==> src/rtl/resv_pkg.sv <==
package resv_pkg;

    typedef enum logic {
        SC_IDLE = 1'b0,
        SC_WAIT = 1'b1
    } sc_state_e;

endpackage

==> src/rtl/resv_lr_stage.sv <==
module resv_lr_stage #(
    parameter int IDX_W = 6,
    parameter int WAY_W = 2
) (
    input  logic             clk,
    input  logic             rst_n,
    input  logic             c0_valid,
    input  logic [IDX_W-1:0] c0_index,
    input  logic [WAY_W-1:0] c0_way,
    input  logic             snp_valid,
    input  logic [IDX_W-1:0] snp_index,
    input  logic [WAY_W-1:0] snp_way,
    output logic             s1_valid,
    output logic             s1_kill
);

    typedef struct packed {
        logic valid;
        logic kill;
    } stage_t;

    stage_t st_d, st_q;

    always_comb begin
        st_d       = st_q;
        st_d.valid = c0_valid;
        st_d.kill  = c0_valid && snp_valid &&
                     (snp_index == c0_index) && (snp_way == c0_way);
    end

    always_ff @(posedge clk) begin
        if (!rst_n) st_q <= '0;
        else        st_q <= st_d;
    end

    assign s1_valid = st_q.valid;
    assign s1_kill  = st_q.kill;

    AST_KILL_NEEDS_SNOOP: assert property (@(posedge clk) disable iff (!rst_n)
        s1_kill |-> s1_valid && $past(snp_valid));

endmodule

==> src/rtl/resv_snoop_cmp.sv <==
module resv_snoop_cmp #(
    parameter int LINE_W = 34
) (
    input  logic              clk,
    input  logic              rst_n,
    input  logic              snp_valid,
    input  logic [LINE_W-1:0] snp_line,
    input  logic [LINE_W-1:0] resv_line,
    output logic              hit_now,
    output logic              hit_prev
);

    typedef struct packed {
        logic              valid;
        logic [LINE_W-1:0] line;
    } held_t;

    held_t held_d, held_q;

    always_comb begin
        held_d       = held_q;
        held_d.valid = snp_valid;
        held_d.line  = snp_line;
    end

    always_ff @(posedge clk) begin
        if (!rst_n) held_q <= '0;
        else        held_q <= held_d;
    end

    assign hit_now  = snp_valid && (snp_line == resv_line);
    assign hit_prev = held_q.valid && (held_q.line == resv_line);

    AST_PREV_FROM_SNOOP: assert property (@(posedge clk) disable iff (!rst_n)
        hit_prev |-> $past(snp_valid));

endmodule

==> src/rtl/resv_tracker.sv <==
module resv_tracker #(
    parameter int ADDR_W   = 40,
    parameter int LINE_OFF = 6,
    parameter int IDX_W    = 6,
    parameter int WAY_W    = 2
) (
    input  logic              clk,
    input  logic              rst_n,
    input  logic              lr_c0_valid,
    input  logic [IDX_W-1:0]  lr_c0_index,
    input  logic [WAY_W-1:0]  lr_c0_way,
    input  logic [ADDR_W-1:0] lr_c1_addr,
    input  logic              lr_c1_nc,
    input  logic              lr_data_valid,
    input  logic              snp_valid,
    input  logic [IDX_W-1:0]  snp_index,
    input  logic [WAY_W-1:0]  snp_way,
    input  logic [ADDR_W-1:0] snp_addr,
    input  logic              sc_req,
    input  logic [ADDR_W-1:0] sc_addr,
    input  logic              sc_nc,
    input  logic              sc_ack,
    output logic              resv_valid,
    output logic              sc_abort,
    output logic              sc_done,
    output logic              sc_pass,
    output logic              dsi
);
    import resv_pkg::*;

    localparam int LINE_W = ADDR_W - LINE_OFF;

    typedef struct packed {
        logic              pend;
        logic              valid;
        logic [LINE_W-1:0] line;
        sc_state_e         sc_st;
        logic              done;
        logic              pass;
        logic              dsi;
    } state_t;

    state_t s_d, s_q;

    logic s1_valid, s1_kill;
    logic hit_now, hit_prev;
    logic live, loss;

    resv_lr_stage #(.IDX_W(IDX_W), .WAY_W(WAY_W)) u_stage (
        .clk       (clk),
        .rst_n     (rst_n),
        .c0_valid  (lr_c0_valid),
        .c0_index  (lr_c0_index),
        .c0_way    (lr_c0_way),
        .snp_valid (snp_valid),
        .snp_index (snp_index),
        .snp_way   (snp_way),
        .s1_valid  (s1_valid),
        .s1_kill   (s1_kill)
    );

    resv_snoop_cmp #(.LINE_W(LINE_W)) u_cmp (
        .clk       (clk),
        .rst_n     (rst_n),
        .snp_valid (snp_valid),
        .snp_line  (snp_addr[ADDR_W-1:LINE_OFF]),
        .resv_line (s_q.line),
        .hit_now   (hit_now),
        .hit_prev  (hit_prev)
    );

    assign live = s_q.pend || s_q.valid;
    assign loss = live && (hit_now || hit_prev);

    always_comb begin
        s_d      = s_q;
        s_d.done = 1'b0;
        s_d.pass = 1'b0;
        s_d.dsi  = 1'b0;

        // snoop cancellation
        if (loss) begin
            s_d.pend  = 1'b0;
            s_d.valid = 1'b0;
        end

        // data arrival makes a pending reservation valid (first strobe only)
        if (s_q.pend && lr_data_valid && !loss) begin
            s_d.valid = 1'b1;
            s_d.pend  = 1'b0;
        end

        // end of load-reserve cycle 1
        if (s1_valid) begin
            if (lr_c1_nc) begin
                s_d.dsi = 1'b1;
            end else begin
                s_d.line  = lr_c1_addr[ADDR_W-1:LINE_OFF];
                s_d.pend  = !s1_kill;
                s_d.valid = 1'b0;
            end
        end

        // store-conditional
        if (s_q.sc_st == SC_WAIT) begin
            if (loss) begin
                s_d.sc_st = SC_IDLE;
                s_d.done  = 1'b1;
            end else if (sc_ack) begin
                s_d.sc_st = SC_IDLE;
                s_d.done  = 1'b1;
                s_d.pass  = 1'b1;
                s_d.valid = 1'b0;
                s_d.pend  = 1'b0;
            end
        end else if (sc_req) begin
            if (sc_nc) begin
                s_d.dsi = 1'b1;
            end else if (s_q.valid && !loss &&
                         (sc_addr[ADDR_W-1:LINE_OFF] == s_q.line)) begin
                s_d.sc_st = SC_WAIT;
            end else begin
                s_d.done  = 1'b1;
                s_d.valid = 1'b0;
                s_d.pend  = 1'b0;
            end
        end
    end

    always_ff @(posedge clk) begin
        if (!rst_n) begin
            s_q       <= '0;
            s_q.sc_st <= SC_IDLE;
        end else begin
            s_q <= s_d;
        end
    end

    assign resv_valid = s_q.valid;
    assign sc_abort   = (s_q.sc_st == SC_WAIT) && loss;
    assign sc_done    = s_q.done;
    assign sc_pass    = s_q.pass;
    assign dsi        = s_q.dsi;

    AST_VALID_ON_DATA: assert property (@(posedge clk) disable iff (!rst_n)
        $rose(resv_valid) |-> $past(lr_data_valid));

    AST_LOSS_CLEARS: assert property (@(posedge clk) disable iff (!rst_n)
        loss |=> !resv_valid);

    AST_ABORT_FAILS: assert property (@(posedge clk) disable iff (!rst_n)
        sc_abort |=> sc_done && !sc_pass);

    AST_PASS_DROPS_RESV: assert property (@(posedge clk) disable iff (!rst_n)
        (sc_done && sc_pass) |-> !resv_valid && $past(sc_ack));

    AST_PASS_ONLY_WITH_DONE: assert property (@(posedge clk) disable iff (!rst_n)
        sc_pass |-> sc_done);

endmodule

==> config.mk <==
export PLATFORM = sky130hd
export DESIGN_NAME = resv_tracker
export DESIGN_NICKNAME = d
export VERILOG_FILES = /design/src/rtl/resv_pkg.sv /design/src/rtl/resv_lr_stage.sv /design/src/rtl/resv_snoop_cmp.sv /design/src/rtl/resv_tracker.sv
export SDC_FILE = /design/constraint.sdc
export NUM_CORES = 1
export LEC_CHECK = 0
export CORE_ASPECT_RATIO = 0.5
export CORE_MARGIN = 5
export CORE_UTILIZATION = 39
export DETAILED_ROUTE_END_ITERATION = 10
export GPL_ROUTABILITY_DRIVEN = 1
export PLACE_DENSITY = 0.86
export SLEW_MARGIN = 20
export SYNTH_ARGS = -nofsm -noshare
export SYNTH_HDL_FRONTEND = slang
export SYNTH_SLANG_ARGS = --single-unit
==> constraint.sdc <==
create_clock -name clk -period 1.9 [get_ports clk]
set_input_delay 0.38 -clock clk [delete_from_list [all_inputs] [get_ports clk]]
set_output_delay 0.38 -clock clk [all_outputs]
set_load 0.02 [all_outputs]
### Yosys cells after proc, flatten, opt, wreduce, memory -nomap -nowiden

Index checks and enable logic that the tools add are counted.

* flip-flop bits (word level): 77
* bits of input ports: 145
* output and inout port bits: 5
* word-level logic and storage cells: 58

* equality and inequality tests: 5
* mux-type cells: 22
* bitwise gates (word level): 3
* reductions and logical operators: 17

Operator list (count)
* $eq 34x34->1: 3
* $mux 36: 2
* $mux 2: 12
* $logic_and 1x1->1: 11
* $mux 1: 7
* $eq 6x6->1: 1
* $mux 3: 1
* $not 1->1: 3
* $reduce_or 3->1: 1
* $eq 2x2->1: 1
* $logic_not 1->1: 2
* $logic_or 1x1->1: 2
* $reduce_and 2->1: 1

### Depth between registers and ports, before layout

* word-level depth: 13
* gate-level depth with buffers: 7
* gate-level depth less buffers: 7

### By module

Synthesis repeated with hierarchy kept, for this count alone.

* cells, all modules: 409
* area total of the unflattened synthesis: 3739.8 sq um

Modules (own cells, without submodules)
* resv_tracker: times used 1, cells an instance 229, area an instance 1911.8 sq um
* resv_snoop_cmp: times used 1, cells an instance 165, area an instance 1684.1 sq um
* resv_lr_stage: times used 1, cells an instance 15, area an instance 143.9 sq um

### Worst setup path before layout

OpenSTA, ideal clock, no wires.

* path kind: reg-to-output
* from: reg s_q[23] in the netlist's numbering
* to: out sc_abort
* data arrival time: 1876 ps
* path slack: -356 ps
* cell stages (with the launch flop): 7
* path buffers: 0
* cells stage by stage: dfxtp_1 > xnor2_1 > nand4_1 > or4_4 > o31ai_4 > nand2_1 > nor2_1

* cells in the longest elaborated chain, start to end: 5

Ends and longest elaborated chain
* start: declaration: line resv_tracker.sv:43 `state_t s_d, s_q;`
* $eq 34x34->1, on equally long branches: line resv_snoop_cmp.sv:31, resv_snoop_cmp.sv:32
* $logic_and 1x1->1, on equally long branches: line resv_snoop_cmp.sv:31, resv_snoop_cmp.sv:32
* $logic_or 1x1->1 *: line resv_tracker.sv:73 `assign loss = live && (hit_now || hit_prev);`
* $logic_and 1x1->1 *: line resv_tracker.sv:73
* $logic_and 1x1->1 *: line resv_tracker.sv:140 `assign sc_abort = (s_q.sc_st == SC_WAIT) && loss;`
* end: declaration: line resv_tracker.sv:24 `output logic sc_abort,`

Mark *: on every way between the ends. The rest lies on a longest branch, timed or not.

### Final worst setup path

* from: reg s_q[21] in the netlist's numbering
* to: out sc_abort

The elaborated chain is that of the path after synthesis.

==> run_results.csv <==
group,metric,value,unit
synth,yosys.area.top_type_share,0.421,
critical_path,worstPathCellList,"xnor2_1 > nand4_1 > or4_4 > o31ai_4 > nand2_2 > nor2_4 > buf_6",
synth,synth.most_common_cell,"dfxtp_1",
clock_tree,root_buffer,"clkbuf_16",
critical_path,cpPeakStageDelay,0.55,ns
critical_path,critPathKind,"flop to output pin",
clock_tree,postCtsHoldBufs,0,
clock_tree,clk_pin_slew_worst_paths,0.06,ns
cells_and_area,fin_nets,738,
place,portBuffers,131,
drt,post-route-drc-count,0,
clock_tree,htree_levels,3,
clock_tree,worstSkewPairLatency,0.33,ns
timing,min_period,2.50,ns
critical_path,cp-end-kind,"output pin",
drt,vias,3705,
synth,synth_common_cells,"dfxtp_1, nand2_1, xnor2_1",
power,p_per_area,682,nW/um^2
timing,hold_slack,0.311,ns
worst_hold_path,hp-class,"input pin to flop",
critical_path,worst-endpoint-required,1.52,ns
clock_tree,numCtsBuffers,9,
drt,ant_nets,0,
timing,slew_viol_final,0,
synth,synth.area.top_cells,"dfxtp_1, xnor2_1, xor2_1",
cells_and_area,diodes,0,
timing,fmax,400,MHz
synth,synth_seq_cells,77,
global_route,grt_pass1_wl,20300,um
cells_and_area,drive_above_1_share,0.213,
drt,drt-vias-per-instance,5.17,
synth,syn_nets,554,
timing,setup-tns-final,-2.21,ns
global_route,grt_max_degree,36,
global_route,overflow,0,
floorplan,design.core.area,9290,sq um
timing,tightest_slew,0.423,ns
synth,yosys.area.top_type,"dfxtp_1",
critical_path,cp.depth,7,
synth,seq_area_frac_synth,0.421,
global_route,antenna_found_initial,0,
floorplan,io_pins,150,
global_route,track_usage,0.231,
drt,dr.pass1.iters,5,
synth,async_reset_ff_frac,0,
synth,yosys_most_used_dff,"dfxtp_1",
timing,fin_crit_sh,1.32,
critical_path,slowest_stage,"or4_4",
timing,slew_headroom,0.718,
global_route,grt_pass1_vias,3847,
floorplan,start_util,0.394,
timing,layout_setup_ws,-0.599,ns
drt,drtIter0Drc,276,
timing,setup-violations-final,6,
cells_and_area,fin_util,0.654,
cells_and_area,syn_to_final_growth,65.9,%
clock_tree,cts_tree,"yes",
synth,yosys_warnings,0,
cells_and_area,design_area,6070,sq um
place,place_area,5530,sq um
clock_tree,cts_buffer_depth,2,
critical_path,critPathMaxFanout,4,
synth,synth_area,3660,sq um
clock_tree,cts_num_sinks,77,
critical_path,startpoint_type,"flop",
floorplan,dieArea,11500,sq um
synth,syn_area_per_cell,8.95,sq um
drt,wirelength,14000,um
power,p_leak,0.00245,uW
critical_path,reg2regPathDepth,8,
power,design_power_total,4140,uW
timing,fin_worst_skew,0.00624,ns
floorplan,std_cell_rows,25,
power,ir_worst_vdd,0.427,mV
floorplan,dieHeight,78.5,um
critical_path,critPathTopFamily,"simple AND/OR/NAND/NOR gates",
floorplan,die_w,147,um
synth,ys_types,30,
run_status,violations,"negative setup slack",
flow_run,drv_cap,0,
worst_hold_path,hold_depth,2,
timing,grt_setup_unrepaired,"yes",
synth,syn_inst,409,
synth,synth_edf_count,0,
critical_path,r2r_slack,-0.37,ns
place,dp_hpwl,9840,um
run_status,status,"finished with violations",
critical_path,path_buf_inv,1,
timing,hold_viol_final,0,
critical_path,critPathArrivalTime,2.12,ns
place,place.gp.congestion,0.903,
drt,wl_per_cell,19.6,um
-- per-stage QoR --
stage          setup slack, ns  instances
2_1_floorplan           -0.183        409
3_3_place_gp             -1.23        698
3_5_place_dp             -1.29        698
4_1_cts                 -0.633        715
5_1_grt                 -0.688        717
6_report                -0.599        717
-- where the power goes --
group          switching, uW  internal [uW]
Combinational            306            441
Sequential              55.1           1680
Clock                    621           1040
Total                    982           3160
-- kinds of logic after synthesis --
family | share of synthesized area
DFF | 0.421
and+or+nand+nor | 0.222
AOI/OAI and AO/OA | 0.0732
buffers and inverters | 0.0174
xor gates and xnor gates | 0.263
muxes | 0.00274
-- state kept, by name, indices dropped and copies added (netlist names) --
register          count
resv_valid            1
dsi                   1
sc_done               1
s_q                  36
u_stage.s1_kill       1
sc_pass               1
u_stage.s1_valid      1
u_cmp.held_q         35
-- repair_timing --
action	4_1_cts	5_1_grt
setup endpoints to repair	6	6
buffers inserted	4	2
pin swaps	24	25
gates resized for setup	47	34
-- per-layer routing --
metal  part of all wire  global-route usage  vias to the layer above
met2               0.50               0.401                      171
li1                   -                   -                     1724
met1               0.41               0.283                     1767
met3              0.061              0.0519                       43
met5                  0                   0                        -
met4              0.032              0.0827                        0
-- worst reg2reg max path: cells and delay by family, from the launching register on --
kind,cells,cell delay [ns]
AOI/OAI and AO/OA,1,0.15
xor gates and xnor gates,1,0.18
buffers and inverters,1,0.16
DFF,1,0.36
and+or+nand+nor,5,1.35
-- cell usage in the layout (no fill, tap or decap), types with 3 or more instances in the layout --
cell type          n
xor2_1            48
xnor2_1           44
and2_1            37
nor4_2             7
dlymetal6s2s_1     6
nand4_1           16
dlygate4sd2_1     22
nand3_1            3
nand2_1           71
nor2_1             4
nor3_1             3
a21oi_1           35
nor4_1             7
xnor2_2           17
buf_4             52
clkdlybuf4s50_1  102
dfxtp_1           61
dfxtp_2           10
dfxtp_4            6
buf_6              4
clkbuf_16          9
-- area by class of cell --
type	count	area, sq um
clock inverter	2	35.0
tap	121	151
multi-input combinational	315	2290
clock buffer	12	246
fill	639	3220
inverter	2	7.51
timing repair buffer	188	1760
sequential	77	1580
-- path summary, 6_finish.rpt --
check                    start               end
hold / removal    snp_addr[30]  u_cmp.held_q[24]
setup reg to reg       s_q[28]            s_q[3]
setup / recovery       s_q[21]          sc_abort
hold reg to reg        s_q[16]           s_q[16]
(Power assumes the default switching activity.)
